===== src/rtl/i2c_rb_pkg.sv =====
// Package: shared widths and state encodings for the register-bank target.
// Assumes byte-wide bus transfers that make up 16-bit words.
package i2c_rb_pkg;
    localparam int WORD_W = 16;
    localparam int BYTE_W = 8;

    // Bit-level bus engine state
    typedef enum logic [2:0] {
        ST_IDLE,
        ST_RX,
        ST_RX_ACK,
        ST_TX,
        ST_TX_ACK
    } bus_state_t;

    // Which byte of a write-mode access comes next
    typedef enum logic [2:0] {
        PH_DEV,
        PH_AH,
        PH_AL,
        PH_DH,
        PH_DL
    } phase_t;
endpackage


===== src/rtl/i2c_rb_sync.sv =====
// Module: brings SCL/SDA into the clock domain and flags bus conditions.
// Assumes both lines idle high and the system clock runs many times faster
// than SCL. START = SDA falls while SCL high; STOP = SDA rises while SCL high.
module i2c_rb_sync #(
    parameter int STAGES = 2
) (
    input  logic clk,
    input  logic rst_n,
    input  logic scl_i,
    input  logic sda_i,
    output logic scl_s,
    output logic sda_s,
    output logic scl_rise,
    output logic scl_fall,
    output logic start_det,
    output logic stop_det
);
    logic [STAGES-1:0] scl_ff;
    logic [STAGES-1:0] sda_ff;
    logic              scl_q;
    logic              sda_q;

    // Synchronizer chains, reset to the idle-high bus level
    always_ff @(posedge clk) begin
        if (!rst_n) begin
            scl_ff <= '1;
            sda_ff <= '1;
        end else begin
            scl_ff <= {scl_ff[STAGES-2:0], scl_i};
            sda_ff <= {sda_ff[STAGES-2:0], sda_i};
        end
    end

    assign scl_s = scl_ff[STAGES-1];
    assign sda_s = sda_ff[STAGES-1];

    // One-cycle history for edge detection
    always_ff @(posedge clk) begin
        if (!rst_n) begin
            scl_q <= 1'b1;
            sda_q <= 1'b1;
        end else begin
            scl_q <= scl_s;
            sda_q <= sda_s;
        end
    end

    assign scl_rise  = scl_s & ~scl_q;
    assign scl_fall  = ~scl_s & scl_q;
    assign start_det = scl_s & scl_q & sda_q & ~sda_s;
    assign stop_det  = scl_s & scl_q & ~sda_q & sda_s;
endmodule


===== src/rtl/i2c_rb_engine.sv =====
// Module: byte/ACK engine, address pointer and register strobes.
// Assumes clean edge flags from i2c_rb_sync. Has no clock stretching.
// Drives SDA only on SCL falls. Read data is combinational from rdata.
module i2c_rb_engine
    import i2c_rb_pkg::*;
#(
    parameter logic [6:0] DEV_ADDR = 7'h2A
) (
    input  logic              clk,
    input  logic              rst_n,
    input  logic              sda_s,
    input  logic              scl_rise,
    input  logic              scl_fall,
    input  logic              start_det,
    input  logic              stop_det,
    input  logic [WORD_W-1:0] rdata,
    output logic              sda_oe,
    output logic [WORD_W-1:0] reg_addr,
    output logic [WORD_W-1:0] reg_wdata,
    output logic              reg_we,
    output logic              reg_re,
    output logic [WORD_W-1:0] ptr_o
);
    localparam int CNT_W = $clog2(BYTE_W + 1);
    localparam logic [CNT_W-1:0] LAST_BIT = CNT_W'(BYTE_W);

    bus_state_t        state;
    phase_t            phase;
    logic [CNT_W-1:0]  bitcnt;
    logic [BYTE_W-1:0] shreg;
    logic              rw;
    logic [WORD_W-1:0] ptr;
    logic [BYTE_W-1:0] ptr_hi;
    logic [BYTE_W-1:0] dat_hi;
    logic [WORD_W-1:0] tx_sh;
    logic              tx_lo;
    logic              host_ack;

    logic rx_ack_end;
    logic tx_ack_end;
    logic rd_first;
    logic rd_next;

    // Decode the cycles in which a strobe fires
    always_comb begin
        rx_ack_end = (state == ST_RX_ACK) && scl_fall;
        tx_ack_end = (state == ST_TX_ACK) && scl_fall;
        reg_we     = rx_ack_end && (phase == PH_DL);
        rd_first   = rx_ack_end && (phase == PH_DEV) && rw;
        rd_next    = tx_ack_end && tx_lo && host_ack;
        reg_re     = rd_first || rd_next;
    end

    // Present the next register early when a read pair rolls over
    always_comb begin
        reg_addr  = rd_next ? ptr + WORD_W'(1) : ptr;
        reg_wdata = {dat_hi, shreg};
    end

    assign ptr_o = ptr;

    // Main protocol sequencer; START and STOP take priority over everything
    always_ff @(posedge clk) begin
        if (!rst_n) begin
            state    <= ST_IDLE;
            phase    <= PH_DEV;
            bitcnt   <= '0;
            shreg    <= '0;
            rw       <= 1'b0;
            ptr      <= '0;
            ptr_hi   <= '0;
            dat_hi   <= '0;
            tx_sh    <= '0;
            tx_lo    <= 1'b0;
            host_ack <= 1'b0;
            sda_oe   <= 1'b0;
        end else if (start_det) begin
            state  <= ST_RX;
            phase  <= PH_DEV;
            bitcnt <= '0;
            sda_oe <= 1'b0;
        end else if (stop_det) begin
            state  <= ST_IDLE;
            sda_oe <= 1'b0;
        end else begin
            case (state)
                ST_RX: begin
                    if (scl_rise) begin
                        shreg  <= {shreg[BYTE_W-2:0], sda_s};
                        bitcnt <= bitcnt + CNT_W'(1);
                    end else if (scl_fall && bitcnt == LAST_BIT) begin
                        if (phase == PH_DEV) begin
                            if (shreg[BYTE_W-1:1] == DEV_ADDR) begin
                                rw     <= shreg[0];
                                sda_oe <= 1'b1;
                                state  <= ST_RX_ACK;
                            end else begin
                                state <= ST_IDLE;
                            end
                        end else begin
                            sda_oe <= 1'b1;
                            state  <= ST_RX_ACK;
                        end
                    end
                end
                ST_RX_ACK: begin
                    if (scl_fall) begin
                        sda_oe <= 1'b0;
                        bitcnt <= '0;
                        state  <= ST_RX;
                        case (phase)
                            PH_DEV: begin
                                if (rw) begin
                                    sda_oe <= ~rdata[WORD_W-1];
                                    tx_sh  <= {rdata[WORD_W-2:0], 1'b0};
                                    tx_lo  <= 1'b0;
                                    state  <= ST_TX;
                                end else begin
                                    phase <= PH_AH;
                                end
                            end
                            PH_AH: begin
                                ptr_hi <= shreg;
                                phase  <= PH_AL;
                            end
                            PH_AL: begin
                                ptr   <= {ptr_hi, shreg};
                                phase <= PH_DH;
                            end
                            PH_DH: begin
                                dat_hi <= shreg;
                                phase  <= PH_DL;
                            end
                            default: begin
                                ptr   <= ptr + WORD_W'(1);
                                phase <= PH_DH;
                            end
                        endcase
                    end
                end
                ST_TX: begin
                    if (scl_rise) begin
                        bitcnt <= bitcnt + CNT_W'(1);
                    end else if (scl_fall) begin
                        if (bitcnt == LAST_BIT) begin
                            sda_oe <= 1'b0;
                            state  <= ST_TX_ACK;
                        end else begin
                            sda_oe <= ~tx_sh[WORD_W-1];
                            tx_sh  <= {tx_sh[WORD_W-2:0], 1'b0};
                        end
                    end
                end
                ST_TX_ACK: begin
                    if (scl_rise) begin
                        host_ack <= ~sda_s;
                    end else if (scl_fall) begin
                        bitcnt <= '0;
                        if (!tx_lo) begin
                            if (host_ack) begin
                                sda_oe <= ~tx_sh[WORD_W-1];
                                tx_sh  <= {tx_sh[WORD_W-2:0], 1'b0};
                                tx_lo  <= 1'b1;
                                state  <= ST_TX;
                            end else begin
                                state <= ST_IDLE;
                            end
                        end else begin
                            ptr <= ptr + WORD_W'(1);
                            if (host_ack) begin
                                sda_oe <= ~rdata[WORD_W-1];
                                tx_sh  <= {rdata[WORD_W-2:0], 1'b0};
                                tx_lo  <= 1'b0;
                                state  <= ST_TX;
                            end else begin
                                state <= ST_IDLE;
                            end
                        end
                    end
                end
                default: begin
                end
            endcase
        end
    end
endmodule


===== src/rtl/i2c_rb_regs.sv =====
// Module: small register array that serves the strobe port in tests.
// Assumes index = low address bits (aliasing above N_REGS); async read.
module i2c_rb_regs
    import i2c_rb_pkg::*;
#(
    parameter int N_REGS = 16,
    localparam int IDX_W = $clog2(N_REGS)
) (
    input  logic              clk,
    input  logic              rst_n,
    input  logic [IDX_W-1:0]  idx,
    input  logic [WORD_W-1:0] wdata,
    input  logic              we,
    output logic [WORD_W-1:0] rdata
);
    logic [WORD_W-1:0] mem [N_REGS];

    // Storage: cleared on reset, one word written per strobe
    always_ff @(posedge clk) begin
        if (!rst_n) begin
            for (int i = 0; i < N_REGS; i++) begin
                mem[i] <= '0;
            end
        end else if (we) begin
            mem[idx] <= wdata;
        end
    end

    assign rdata = mem[idx];
endmodule


===== src/rtl/i2c_regbank_slave.sv =====
// Module: top of the two-wire register-bank target.
// Assumes an external pull-up on SDA; sda_oe=1 means pull the pad low.
module i2c_regbank_slave #(
    parameter logic [6:0] DEV_ADDR    = 7'h2A,
    parameter int         N_REGS      = 16,
    parameter int         SYNC_STAGES = 2
) (
    input  logic        clk,
    input  logic        rst_n,
    input  logic        scl_i,
    input  logic        sda_i,
    output logic        sda_oe,
    output logic [15:0] reg_addr,
    output logic [15:0] reg_wdata,
    output logic        reg_we,
    output logic        reg_re,
    output logic [15:0] reg_rdata
);
    localparam int IDX_W = $clog2(N_REGS);

    logic        scl_s;
    logic        sda_s;
    logic        scl_rise;
    logic        scl_fall;
    logic        start_det;
    logic        stop_det;
    logic [15:0] ptr;

    i2c_rb_sync #(.STAGES(SYNC_STAGES)) u_sync (
        .clk       (clk),
        .rst_n     (rst_n),
        .scl_i     (scl_i),
        .sda_i     (sda_i),
        .scl_s     (scl_s),
        .sda_s     (sda_s),
        .scl_rise  (scl_rise),
        .scl_fall  (scl_fall),
        .start_det (start_det),
        .stop_det  (stop_det)
    );

    i2c_rb_engine #(.DEV_ADDR(DEV_ADDR)) u_eng (
        .clk       (clk),
        .rst_n     (rst_n),
        .sda_s     (sda_s),
        .scl_rise  (scl_rise),
        .scl_fall  (scl_fall),
        .start_det (start_det),
        .stop_det  (stop_det),
        .rdata     (reg_rdata),
        .sda_oe    (sda_oe),
        .reg_addr  (reg_addr),
        .reg_wdata (reg_wdata),
        .reg_we    (reg_we),
        .reg_re    (reg_re),
        .ptr_o     (ptr)
    );

    i2c_rb_regs #(.N_REGS(N_REGS)) u_regs (
        .clk   (clk),
        .rst_n (rst_n),
        .idx   (reg_addr[IDX_W-1:0]),
        .wdata (reg_wdata),
        .we    (reg_we),
        .rdata (reg_rdata)
    );
endmodule


===== config.mk =====
export PLATFORM = sky130hd
export DESIGN_NAME = i2c_regbank_slave
export DESIGN_NICKNAME = d
export VERILOG_FILES = /design/src/rtl/i2c_rb_pkg.sv /design/src/rtl/i2c_rb_sync.sv /design/src/rtl/i2c_rb_engine.sv /design/src/rtl/i2c_rb_regs.sv /design/src/rtl/i2c_regbank_slave.sv
export SDC_FILE = /design/constraint.sdc
export NUM_CORES = 1
export LEC_CHECK = 0
export ABC_AREA = 1
export CELL_PAD_IN_SITES_DETAIL_PLACEMENT = 2
export CELL_PAD_IN_SITES_GLOBAL_PLACEMENT = 2
export CORE_MARGIN = 2
export CORE_UTILIZATION = 34
export CTS_BUF_LIST = sky130_fd_sc_hd__clkbuf_8
export CTS_CLUSTER_SIZE = 40
export DETAILED_ROUTE_END_ITERATION = 10
export HOLD_SLACK_MARGIN = 0.03
export MAX_ROUTING_LAYER = met4
export PLACE_DENSITY_LB_ADDON = 0.1
export SETUP_SLACK_MARGIN = 0.5
export SLEW_MARGIN = 20
export SYNTH_ARGS = -nofsm -noshare
export SYNTH_HDL_FRONTEND = slang
export SYNTH_HIERARCHICAL = 1
export SYNTH_SLANG_ARGS = --single-unit

===== constraint.sdc =====
create_clock -name clk -period 3.5 [get_ports clk]
set_clock_uncertainty 0.2 [all_clocks]
set_input_delay 0.35 -clock clk [delete_from_list [all_inputs] [get_ports clk]]
set_output_delay 0.35 -clock clk [all_outputs]
set_load 0.02 [all_outputs]

==> summary.md, run 1 <==
| Metric | Value |
|---|---|
| Clock Path Buffers | `3` |
| First-pass GRT wire length | `103000 um` |
| Ports | `55` |
| Syn Std Cell Area | `16500 um2` |
| Slew margin rel. | `26.6%` |
| FF-to-FF End | `u_eng/tx_sh[15]` |
| Skew-Pair Late Insertion Delay | `0.68 ns` |
| DIE HEIGHT | `224 um` |
| Depth of the most critical reg-to-reg path | `27` |
| CTS H-tree depth | `2` |
| Fin crit share | `102%` |
| Worst Setup SP | `u_eng/state[0]` |
| Cells after synthesis | `2141` |
| Seq/Total Area, Yosys | `55.7%` |
| CP max FO | `7` |
| Core ar. | `47800 um2` |
| Root buffer cell | `clkbuf_8` |
| DR vias/cell | `5.21` |
| Fraction of registers with async set or reset after synthesis | `0%` |
| CP startpoint kind | `flip-flop` |
| Antenna viol nets, final | `0` |
| Status | `finished with violations` |
| FF-to-FF setup slack | `0.12 ns` |
| Power Density | `581 nW/um2` |
| First-pass iteration count of the detailed router | `5` |
| WP data required | `2.95 ns` |
| Num Clock Sinks | `331` |
| Synth Warn # | `6` |
| Largest net degree at the start of global routing | `45` |
| Die ar. | `50300 um2` |
| VDD IR-drop max | `254 uV` |
| Final Instance Area | `21000 um2` |
| Failing checks | `setup timing` |
| Hold/Removal Path Class | `reg2reg` |
| CP endpoint | `reg_rdata[13]` |
| Minimum clock period | `3.58 ns` |
| Overall power | `0.0122 W` |
| Cell Rows | `80` |
| Initial Util | `34.5%` |
| IO Port Bufs | `54` |
| Antenna violations before repair | `1` |
| Maxcap violations | `0` |
| Arr. time, crit path | `3.03 ns` |
| CTS tree | `done` |
| GPL Wtd Cong | `0.829` |
| Seq cells post-synth | `331` |
| Top-area cell type share of the netlist area | `46.6%` |
| DRT Wirelength | `69600 um` |
| Die X | `224 um` |
| GR Overflow Total | `0` |
| Worst Setup End Kind | `output port` |
| Top cells by area, synth | `edfxtp_1, nand2_1, nor2_1, dfxtp_1, inv_1` |
| Clock Pin Slew Worst Setup and Hold Paths | `0.07 ns` |
| Max Slew Vio Count | `0` |
| Crit Reg-Reg Startpoint | `u_eng/state[0]` |
| HPWL after detailed placement | `42600 um` |
| Largest area contributor in the netlist | `edfxtp_1` |
| Drt wl/cell | `23.7 um` |
| Worst slew pin tran | `1.10 ns` |
| DRC violations left | `0` |
| Main flop type after synthesis | `edfxtp_1` |
| Vias in the first global route | `16500` |
| FMAX | `280 MHz` |
| Layout cell share with drive strength beyond 1 | `21.6%` |
| Mapped Nets | `2148` |
| WHS Path Cells | `2` |
| Final Hold Fails | `0` |
| Finish-stage setup viols | `14` |
| TritonCTS Buffers | `61` |
| Yosys cell types | `33` |
| EDFF count, synth | `256` |
| Total leakage power | `8.79 nW` |
| Final nets | `2291` |
| Area growth from synthesis to layout | `27.3%` |
| Vias | `15300` |
| RSZ-0062 raised after global routing | `yes` |
| Mean post-synth cell area | `7.71 um2` |
| DP Area | `18400 um2` |
| Final WS setup | `-0.0770 ns` |
| Total track usage | `28.0%` |
| WS Path Type | `reg2out` |
| DR iter-0 viols | `1084` |
==> area by class of cell <==
cell class,count,area [um2]
multi-input cells,1556,7210
clock inverters,45,193
clock buffers,62,853
diodes,1,2.50
well taps,615,769
flip-flops and latches,331,9200
repair buffers,188,2210
inverters,146,574
fillers,5369,26800
==> layer usage <==
layer / routed length, um / vias to the layer above / GRT usage, %
met1: 31200 / 7901 / 37.1
met3: 2900 / 91 / 2.89
met2: 34300 / 331 / 46.6
met4: 1180 / 0 / 5.92
met5: 0 / - / -
li1: - / 7017 / -
==> Yosys cell counts, types with 3 or more instances <==
cell,number
a21oi_1,42
a31oi_1,6
buf_1,12
buf_2,11
buf_4,6
buf_6,6
clkbuf_1,80
dfxtp_1,75
edfxtp_1,256
ha_1,3
inv_1,143
inv_2,3
nand2_1,906
nand3_1,45
nand3_2,4
nand4_1,3
nor2_1,416
nor2_4,3
nor3_1,6
nor3_2,4
o21ai_0,82
o21ai_1,10
or2_2,3
xnor2_1,6
==> cell families after synthesis <==
| family | Yosys count | share of synthesized area [%] |
|---|---|---|
| xor gates and xnor gates | 8 | 0.424 |
| and+or+nand+nor | 1396 | 32.9 |
| AOI/OAI and AO/OA | 142 | 4.39 |
| DFF | 331 | 55.7 |
| buffers and inverters | 261 | 6.43 |
| adders and majority gates | 3 | 0.227 |
==> cells in the final DEF, fill, tap and decap left out, types with 3 or more instances in the layout <==
cell type / synthesis / routed
buf_12: 0 / 17
nor2_4: 3 / 7
nor3_1: 6 / 6
clkdlybuf4s50_1: 0 / 19
nor2_1: 416 / 405
clkbuf_8: 0 / 62
buf_16: 0 / 9
or2_2: 3 / 3
dlygate4sd2_1: 0 / 5
a31oi_1: 6 / 6
clkinv_2: 0 / 5
nand3_1: 45 / 41
edfxtp_1: 256 / 256
xnor2_1: 6 / 5
buf_4: 6 / 74
nand2_1: 906 / 725
dlygate4sd3_1: 0 / 3
dfxtp_2: 0 / 6
bufbuf_16: 0 / 3
nand4_1: 3 / 3
o21ai_0: 82 / 50
nand2_8: 0 / 6
o21ai_1: 10 / 39
nand2_2: 1 / 136
nor2_2: 1 / 8
nand2_4: 1 / 48
nand3_2: 4 / 7
buf_6: 6 / 32
buf_2: 11 / 7
clkbuf_16: 0 / 6
clkdlybuf4s15_2: 0 / 4
inv_2: 3 / 34
a21oi_1: 42 / 42
inv_1: 143 / 136
nor3_2: 4 / 3
dfxtp_1: 75 / 68
buf_8: 0 / 7
clkinv_1: 0 / 10
==> report_power, final <==
group          internal [W]  switching, W
clock               0.00163       0.00174
sequential          0.00443      0.000141
combinational       0.00162       0.00264
total               0.00768       0.00452
==> how the worst min path moves through the flow <==
stage | from | end | slack, ns
global route | u_sync/sda_ff[0] | u_sync/sda_ff[1] | 0.25
global placement | u_sync/sda_ff[0] | u_sync/sda_ff[1] | 0.19
CTS | u_sync/sda_ff[0] | u_sync/sda_ff[1] | 0.23
finish | u_sync/sda_ff[0] | u_sync/sda_ff[1] | 0.23
floorplan | u_sync/scl_ff[0] | u_sync/scl_ff[1] | 0.18
detailed placement | u_sync/sda_ff[0] | u_sync/sda_ff[1] | 0.21
==> sequential cells by signal (all words and copies together) (netlist names), 3 cells and up <==
signal        cells
u_regs/mem      256
u_eng/shreg       8
u_eng/phase       3
u_eng/bitcnt      4
u_eng/ptr_hi      8
u_eng/state       3
u_eng/ptr_o      16
u_eng/tx_sh      15
u_eng/dat_hi      8
==> worst max-delay path: stages (launching register included) <==
cell and delay, ns:
dfxtp_2 0.34, nor2_4 0.12, nand2_2 0.09, nor2_4 0.14
nand3_4 0.13, xnor2_4 0.20, buf_12 0.16, inv_16 0.06
buf_6 0.12, buf_16 0.14, buf_8 0.13, nand2_2 0.06
nand2_2 0.07, nand2_2 0.09, nand2_2 0.07, nand2_2 0.07
nand2_2 0.06, inv_2 0.07, nand2_4 0.06, buf_6 0.12
==> timing repair <==
action | in CTS | in global routing
gates cloned | 13 | 10
resized for setup | 374 | 121
pin swaps | 71 | 37
buffers inserted | 22 | 8
endpoints found under the hold margin | 19 | 0
endpoints found under the setup margin | 445 | 544
hold buffers | 3 | 0
==> stage by stage <==
step                      hold WS, ns  instances  TNS, ns  util [%]  setup WS, ns
after floorplan                 0.180       2141        0         -         0.494
after global placement          0.185       2780        0      38.4        0.0664
after detailed placement        0.214       2780  -0.0330      38.4       -0.0330
after CTS                       0.228       2925   -0.124      42.8       -0.0361
after global routing            0.247       2944    -1.99      43.9        -0.156
final                           0.226       2944   -0.433      43.9       -0.0770
No activity file was read; power rests on OpenSTA's default activity.
==> run 2: changes to the inputs <==
Settings changed: CORE_UTILIZATION 34 to 36, SYNTH_HIERARCHICAL 1 to unset.
==> run 2 against run 1 <==
Net effect:
- the flow still finishes with violations (setup timing)
- synthesized cell count down 16%
- critical path depth fell by 4
- combinational power up 36%
- critical path type unchanged
- core utilization grew 5.7 points
- clock-buffer cell count grew 9
- register-to-register slack gained 0.09 ns
- flip-flop and latch count did not move
==> summary.md, run 2 <==
| Metric | Value |
|---|---|
| Status | `finished with violations (unchanged)` |
| Failing checks | `setup timing (unchanged)` |
| Drt wl/cell | `28.3 um (was 23.7 um)` |
| VDD IR-drop max | `362 uV (was 254 uV)` |
| CP max FO | `5 (was 7)` |
| CTS tree | `done (unchanged)` |
| Slew margin rel. | `35.4% (was 26.6%)` |
| DR iter-0 viols | `1270 (was 1084)` |
| Clk pwr share | `26.7% (was 27.7%)` |
| Switch share | `38.1% (was 37.0%)` |
| Seq cells post-synth | `331 (unchanged)` |
| GR Overflow Total | `0 (unchanged)` |
| Power Density | `643 nW/um2 (was 581 nW/um2)` |
| Int Pwr | `0.00870 W (was 0.00768 W)` |
| Arr. time, crit path | `2.98 ns (was 3.03 ns)` |
| Count leader, synth | `nor2_1 (was nand2_1)` |
| Area growth from synthesis to layout | `36.7% (was 27.3%)` |
| Worst-path cell chain | `inv_2, nand2_2, nor2_4, nand2_8, buf_12, nand2_4, nand2_4, nor2_4, clkbuf_16, o21ai_2, nor2_1, nor2_2, buf_6, nand2_4, buf_6 (was nor2_4, nand2_2, nor2_4, nand3_4, xnor2_4, buf_12, inv_16, buf_6, buf_16, buf_8, nand2_2, nand2_2, nand2_2, nand2_2, nand2_2, nand2_2, inv_2, nand2_4, buf_6)` |
| First-pass GRT wire length | `105000 um (was 103000 um)` |
| DIE HEIGHT | `215 um (was 224 um)` |
| Cell Rows | `77 (was 80)` |
| Comb pwr share | `41.2% (was 34.9%)` |
| Overall power | `0.0141 W (was 0.0122 W)` |
| Main flop type after synthesis | `edfxtp_1 (unchanged)` |
| RSZ-0062 raised after global routing | `yes (unchanged)` |
| Die X | `215 um (was 224 um)` |
| Worst slew pin tran | `0.963 ns (was 1.10 ns)` |
| Slowest-stage cell, CP | `dfxtp_2 (unchanged)` |
| Most common cell after layout, fill and taps aside | `nor2_1 (was nand2_1)` |
| Mean post-synth cell area | `8.85 um2 (was 7.71 um2)` |
| Antenna viol nets, final | `0 (unchanged)` |
| Fin crit share | `101% (was 102%)` |
| First-pass iteration count of the detailed router | `6 (was 5)` |
| Vias in the first global route | `16000 (was 16500)` |
| Root buffer cell | `clkbuf_8 (unchanged)` |
| Die ar. | `46100 um2 (was 50300 um2)` |
| Antenna violations before repair | `2 (was 1)` |
| Total leakage power | `8.71 nW (was 8.79 nW)` |
| FMAX | `283 MHz (was 280 MHz)` |
| Final Hold Fails | `0 (unchanged)` |
| Fillers | `4598 (was 5369)` |
| Cells after synthesis | `1805 (was 2141)` |
| Top cells by area, synth | `edfxtp_1, dfxtp_1, nor2_1, nand2_1, nand3b_1 (was edfxtp_1, nand2_1, nor2_1, dfxtp_1, inv_1)` |
| DRT Wirelength | `76500 um (was 69600 um)` |
| Switch Pwr | `0.00535 W (was 0.00452 W)` |
| CP delay by family, top | `simple AND/OR/NAND/NOR gates (unchanged)` |
| Final Instance Area | `21800 um2 (was 21000 um2)` |
| Yosys cell types | `40 (was 33)` |
| Num Clock Sinks | `331 (unchanged)` |
| TritonCTS Buffers | `66 (was 61)` |
| Worst Setup End Kind | `output port (unchanged)` |
| GPL Wtd Cong | `0.834 (was 0.829)` |
| Ports | `55 (unchanged)` |
| WS Path Type | `reg2out (unchanged)` |
| Clock Pin Slew Worst Setup and Hold Paths | `0.07 ns (about the same)` |
| Top cells by count, synth | `nor2_1, nand2_1, edfxtp_1 (was nand2_1, nor2_1, edfxtp_1)` |
| Fraction of registers with async set or reset after synthesis | `0% (unchanged)` |
| Mapped Nets | `1812 (was 2148)` |
| Largest stage delay, worst path | `0.33 ns (was 0.34 ns)` |
| Max reg flops | `256 (unchanged)` |
| EDFF count, synth | `256 (unchanged)` |
| Max Slew Vio Count | `0 (unchanged)` |
| Largest area contributor in the netlist | `edfxtp_1 (unchanged)` |
| DRC violations left | `0 (unchanged)` |
| Maxcap violations | `0 (unchanged)` |
| Vias | `14900 (was 15300)` |
| Seq/Total Area, Yosys | `57.5% (was 55.7%)` |
| WP data required | `2.95 ns (about the same)` |
| Initial Util | `36.3% (was 34.5%)` |
| CTS H-tree depth | `3 (was 2)` |
| Final WS setup | `-0.0276 ns (was -0.0770 ns)` |
| Synth Warn # | `0 (was 6)` |
| Largest Register | `u_regs.mem (was u_regs/mem)` |
| DP Area | `17900 um2 (was 18400 um2)` |
| Syn Std Cell Area | `16000 um2 (was 16500 um2)` |
| Top-area cell type share of the netlist area | `48.1% (was 46.6%)` |
| Util after Layout | `49.6% (was 43.9%)` |
| Total track usage | `31.8% (was 28.0%)` |
| Layout cell share with drive strength beyond 1 | `30.4% (was 21.6%)` |
| Final nets | `2070 (was 2291)` |
| Fraction of power consumed by sequential logic | `32.1% (was 37.5%)` |
| Hold slack | `0.0818 ns (was 0.226 ns)` |
| Core ar. | `44000 um2 (was 47800 um2)` |
| HPWL after detailed placement | `41600 um (was 42600 um)` |
| IO Port Bufs | `54 (unchanged)` |
| Hold/Removal Path Class | `in2reg (was reg2reg)` |
| CP startpoint kind | `flip-flop (unchanged)` |
| Clock Path Buffers | `3 (unchanged)` |
| CP bufs+invs | `5 (was 7)` |
| DR vias/cell | `5.50 (was 5.21)` |
| Skew-Pair Late Insertion Delay | `0.64 ns (was 0.68 ns)` |
| Cell mode on critical path | `nand2_4 (was nand2_2)` |
| Most frequent cells in the layout | `nor2_1, edfxtp_1, nand2_1, inv_1, buf_4 (was nand2_1, nor2_1, edfxtp_1, inv_1, nand2_2)` |
| Largest net degree at the start of global routing | `59 (was 45)` |
| Minimum clock period | `3.53 ns (was 3.58 ns)` |
| Finish-stage setup viols | `2 (was 14)` |
run 2: worst paths after layout:
check	startpoint	to	slack [ns]	cells past startpoint
worst min register to register	u_sync.sda_ff[0]	u_sync.sda_ff[1]	0.22	1
worst min-delay path	sda_i	u_sync.sda_ff[0]	0.08	2
worst max-delay path	u_eng.state[0]	reg_rdata[13]	-0.03	15
worst max register to register	u_eng.state[0]	u_eng.tx_sh[3]	0.21	22
run 2: kinds of logic (layout without fill, tap and decap cells):
family	count (synthesis)	count (layout)	synth area share, %
XOR/XNOR	12	12	0.658
other	0	2	0
adder cells (fa/ha/maj)	3	3	0.235
AND/OR/NAND/NOR	980	981	27.8
buffers and inverters	285	588	7.39
flip-flops	331	331	57.5
AO/OA/AOI/OAI	194	194	6.40
run 2: routing by layer:
layer	GRT usage [%]	wire, um	vias to the layer above
met5	-	0	-
met4	15.9	3960	0
met3	6.00	4100	218
met2	51.3	37700	512
met1	38.1	30800	7690
li1	-	-	6433
run 2: timing repair:
| action | 4_1_cts | 5_1_grt |
|---|---|---|
| hold buffers | 1 | 0 |
| gates cloned | 15 | 3 |
| hold endpoints to repair | 3 | 0 |
| pin swaps | 82 | 116 |
| buffers inserted | 71 | 23 |
| resized for setup | 373 | 217 |
| endpoints found under the setup margin | 98 | 170 |
run 2: stage by stage:
step	cells	setup TNS, ns	setup slack [ns]
finish	2703	-0.0521	-0.0276
detailed placement	2474	-0.0498	-0.0448
floorplan	1805	0	0.644
global placement	2474	-0.0186	-0.0186
global route	2703	-0.912	-0.110
CTS	2675	0	0.117
run 2: cell type report:
cell class,instances,area (um2),share of cell area (%)
well taps,592,741,3.39
diodes,2,5.00,0.0229
repair buffers,291,3220,14.7
clock inverters,43,200,0.917
multi-input cells,1190,6800,31.1
inverters,183,689,3.16
flip-flops and latches,331,9210,42.2
clock buffers,71,977,4.47
run 2: power groups by stage:
stage	Clock, W	Combinational, W	Sequential [W]
6_report	0.00375	0.00579	0.00451
3_3_place_gp	0	0.00357	0.00455
3_5_place_dp	0	0.00366	0.00456
2_1_floorplan	0	0.00184	0.00454
5_1_grt	0.00397	0.00605	0.00453
4_1_cts	0.00373	0.00499	0.00449
==> run 3: changes to the inputs <==
Settings changed: CORE_UTILIZATION 36 to 38, CTS_CLUSTER_DIAMETER set to 40, DONT_BUFFER_PORTS set to 1, HOLD_SLACK_MARGIN 0.03 to 0.08.
==> run 3 against run 2 <==
Net effect:
- the flow still finishes with violations (setup timing)
- clock-buffer cell count down 9
- die area down 5.2%
- wire length up 11%
- clock power up 24%
- cell area down 1.0%
- global-route usage up 3.3 points
- critical endpoint is now reg_rdata[5]
==> summary.md, run 3 (synthesis gave the netlist of run 2 again) <==
| Metric | Value |
|---|---|
| Ports | `55 (unchanged)` |
| DP Area | `16900 um2 (was 17900 um2)` |
| Largest stage delay, worst path | `0.40 ns (was 0.33 ns)` |
| DRC violations left | `0 (unchanged)` |
| WS Path Type | `reg2out (unchanged)` |
| Most frequent cells in the layout | `nor2_1, edfxtp_1, nand2_1, inv_1, buf_4 (unchanged)` |
| Maxcap violations | `0 (unchanged)` |
| Worst slew pin tran | `0.995 ns (was 0.963 ns)` |
| Root buffer cell | `clkbuf_8 (unchanged)` |
| Initial Util | `38.3% (was 36.3%)` |
| DR iter-0 viols | `1556 (was 1270)` |
| CP max FO | `8 (was 5)` |
| Slowest-stage cell, CP | `dfxtp_2 (unchanged)` |
| Layout cell share with drive strength beyond 1 | `30.7% (was 30.4%)` |
| Minimum clock period | `3.57 ns (was 3.53 ns)` |
| Drt wl/cell | `33.2 um (was 28.3 um)` |
| Total track usage | `35.1% (was 31.8%)` |
| DR vias/cell | `5.96 (was 5.50)` |
| RSZ-0062 raised after global routing | `yes (unchanged)` |
| Most common cell after layout, fill and taps aside | `nor2_1 (unchanged)` |
| WP data required | `2.95 ns (about the same)` |
| Hold/Removal Path Class | `in2reg (unchanged)` |
| Antenna viol nets, final | `0 (unchanged)` |
| # diodes | `0 (was 2)` |
| FMAX | `280 MHz (was 283 MHz)` |
| Switch share | `39.5% (was 38.1%)` |
| Slew margin rel. | `33.1% (was 35.4%)` |
| Fin crit share | `102% (was 101%)` |
| First-pass GRT wire length | `108000 um (was 105000 um)` |
| TritonCTS Buffers | `61 (was 66)` |
| Comb pwr share | `36.8% (was 41.2%)` |
| First-pass iteration count of the detailed router | `6 (unchanged)` |
| Core ar. | `41800 um2 (was 44000 um2)` |
| Finish-stage setup viols | `4 (was 2)` |
| Final Hold Fails | `0 (unchanged)` |
| CTS tree | `done (unchanged)` |
| Switch Pwr | `0.00573 W (was 0.00535 W)` |
| Fin cells | `2561 (was 2703)` |
| Total leakage power | `8.35 nW (was 8.71 nW)` |
| Arr. time, crit path | `3.02 ns (was 2.98 ns)` |
| Max Slew Vio Count | `0 (unchanged)` |
| Area growth from synthesis to layout | `35.3% (was 36.7%)` |
| DRT Wirelength | `84900 um (was 76500 um)` |
| Final WS setup | `-0.0736 ns (was -0.0276 ns)` |
| Int Pwr | `0.00877 W (was 0.00870 W)` |
| Fillers | `4242 (was 4598)` |
| Failing checks | `setup timing (unchanged)` |
| Worst-path cell chain | `nand2_4, nor2_8, buf_12, buf_4, nand3_1, nand2_2, nand2_2, clkinv_4, buf_6, nand3_1, nor2_4, nor2_4, nand2_4 (was inv_2, nand2_2, nor2_4, nand2_8, buf_12, nand2_4, nand2_4, nor2_4, clkbuf_16, o21ai_2, nor2_1, nor2_2, buf_6, nand2_4, buf_6)` |
| Max reg flops | `256 (unchanged)` |
| Skew-Pair Late Insertion Delay | `0.72 ns (was 0.64 ns)` |
| Cell Rows | `75 (was 77)` |
| Status | `finished with violations (unchanged)` |
| Num Clock Sinks | `331 (unchanged)` |
| Die ar. | `43700 um2 (was 46100 um2)` |
| Worst Setup End Kind | `output port (unchanged)` |
| Cell count after placement | `2330 (was 2474)` |
| Die X | `209 um (was 215 um)` |
| Largest Register | `u_regs.mem (unchanged)` |
| Largest net degree at the start of global routing | `62 (was 59)` |
| Antenna violations before repair | `0 (was 2)` |
| CP startpoint kind | `flip-flop (unchanged)` |
| Seq. cell area | `9220 um2 (was 9210 um2)` |
| CP bufs+invs | `4 (was 5)` |
| IO Port Bufs | `0 (was 54)` |
| CP delay by family, top | `simple AND/OR/NAND/NOR gates (unchanged)` |
| Fraction of power consumed by sequential logic | `31.2% (was 32.1%)` |
| Clk pwr share | `32.0% (was 26.7%)` |
| HPWL after detailed placement | `41600 um (about the same)` |
| Power Density | `671 nW/um2 (was 643 nW/um2)` |
| VDD IR-drop max | `375 uV (was 362 uV)` |
| Vias in the first global route | `16100 (was 16000)` |
| CTS H-tree depth | `2 (was 3)` |
| Clock Path Buffers | `3 (unchanged)` |
| Final nets | `1979 (was 2070)` |
| Area occupied by multi-input gates | `7040 um2 (was 6800 um2)` |
| Vias | `15300 (was 14900)` |
| GPL Wtd Cong | `0.817 (was 0.834)` |
| Final Instance Area | `21600 um2 (was 21800 um2)` |
| Clock Pin Slew Worst Setup and Hold Paths | `0.07 ns (about the same)` |
| GR Overflow Total | `0 (unchanged)` |
| DIE HEIGHT | `209 um (was 215 um)` |
run 3: changes by cell type in the layout (fill, tap and decap cells not counted), moves of 12 or more:
cell | previous run | this run
buf_6 | 55 | 27
inv_1 | 187 | 158
nand2_4 | 28 | 40
nor2_4 | 45 | 70
clkdlybuf4s50_1 | 19 | 0
nor2_1 | 305 | 290
buf_4 | 147 | 109
run 3: final cells by class:
cell class              instances  area share, %
flip-flops and latches        331           42.7
multi-input cells            1189           32.6
repair buffers                206           11.8
clock buffers                  62           3.95
inverters                     183           3.28
well taps                     539           3.12
clock inverters                51           2.63
run 3: stage by stage:
stage	util, %	TNS, ns	worst slack [ns]	hold slack, ns	total power [W]
finish	51.8	-0.163	-0.0736	0.0960	0.0145
global route	51.8	-0.359	-0.0797	0.0813	0.0148
CTS	48.9	0	0.139	0.0979	0.0133
detailed placement	40.5	0	0.0612	0.209	0.00759
global placement	40.5	0	0.166	0.196	0.00748
floorplan	-	0	0.644	0.193	0.00638
run 3: power groups by stage:
stage | clock network (W) | logic, W | registers (W)
after global routing | 0.00480 | 0.00550 | 0.00454
after floorplan | 0 | 0.00184 | 0.00454
after global placement | 0 | 0.00290 | 0.00457
after CTS | 0.00449 | 0.00434 | 0.00450
final | 0.00464 | 0.00534 | 0.00453
after detailed placement | 0 | 0.00300 | 0.00458
run 3: what timing repair did:
item | in CTS | in global routing
hold endpoints to repair | 317 | 0
pin swaps | 108 | 97
endpoints found under the setup margin | 518 | 346
gates cloned | 13 | 8
resized for setup | 320 | 197
buffers inserted | 60 | 31
hold buffers | 6 | 0
run 3: worst reg2reg max path, delay by kind of cell, from the launching register on:
family	cells	cell delay, ns
buf+inv	5	0.68
flops	1	0.34
simple gates	7	1.74
run 3: final timing paths:
check	end	cells after the start	start	slack (ns)
worst min-delay path	u_sync.sda_ff[0]	2	sda_i	0.1
worst max-delay path	reg_rdata[5]	13	u_eng.tx_lo	-0.07
worst max register to register	u_regs.mem[3][0]	12	u_eng.state[0]	0.33
worst min register to register	u_sync.scl_ff[1]	1	u_sync.scl_ff[0]	0.22
run 3: metal layers:
metal	vias to the layer above	routed length [um]	GRT usage [%]
met2	809	42200	58.7
met5	-	0	-
met4	0	6140	20.2
li1	6267	-	-
met3	343	6250	7.74
met1	7847	30300	38.7
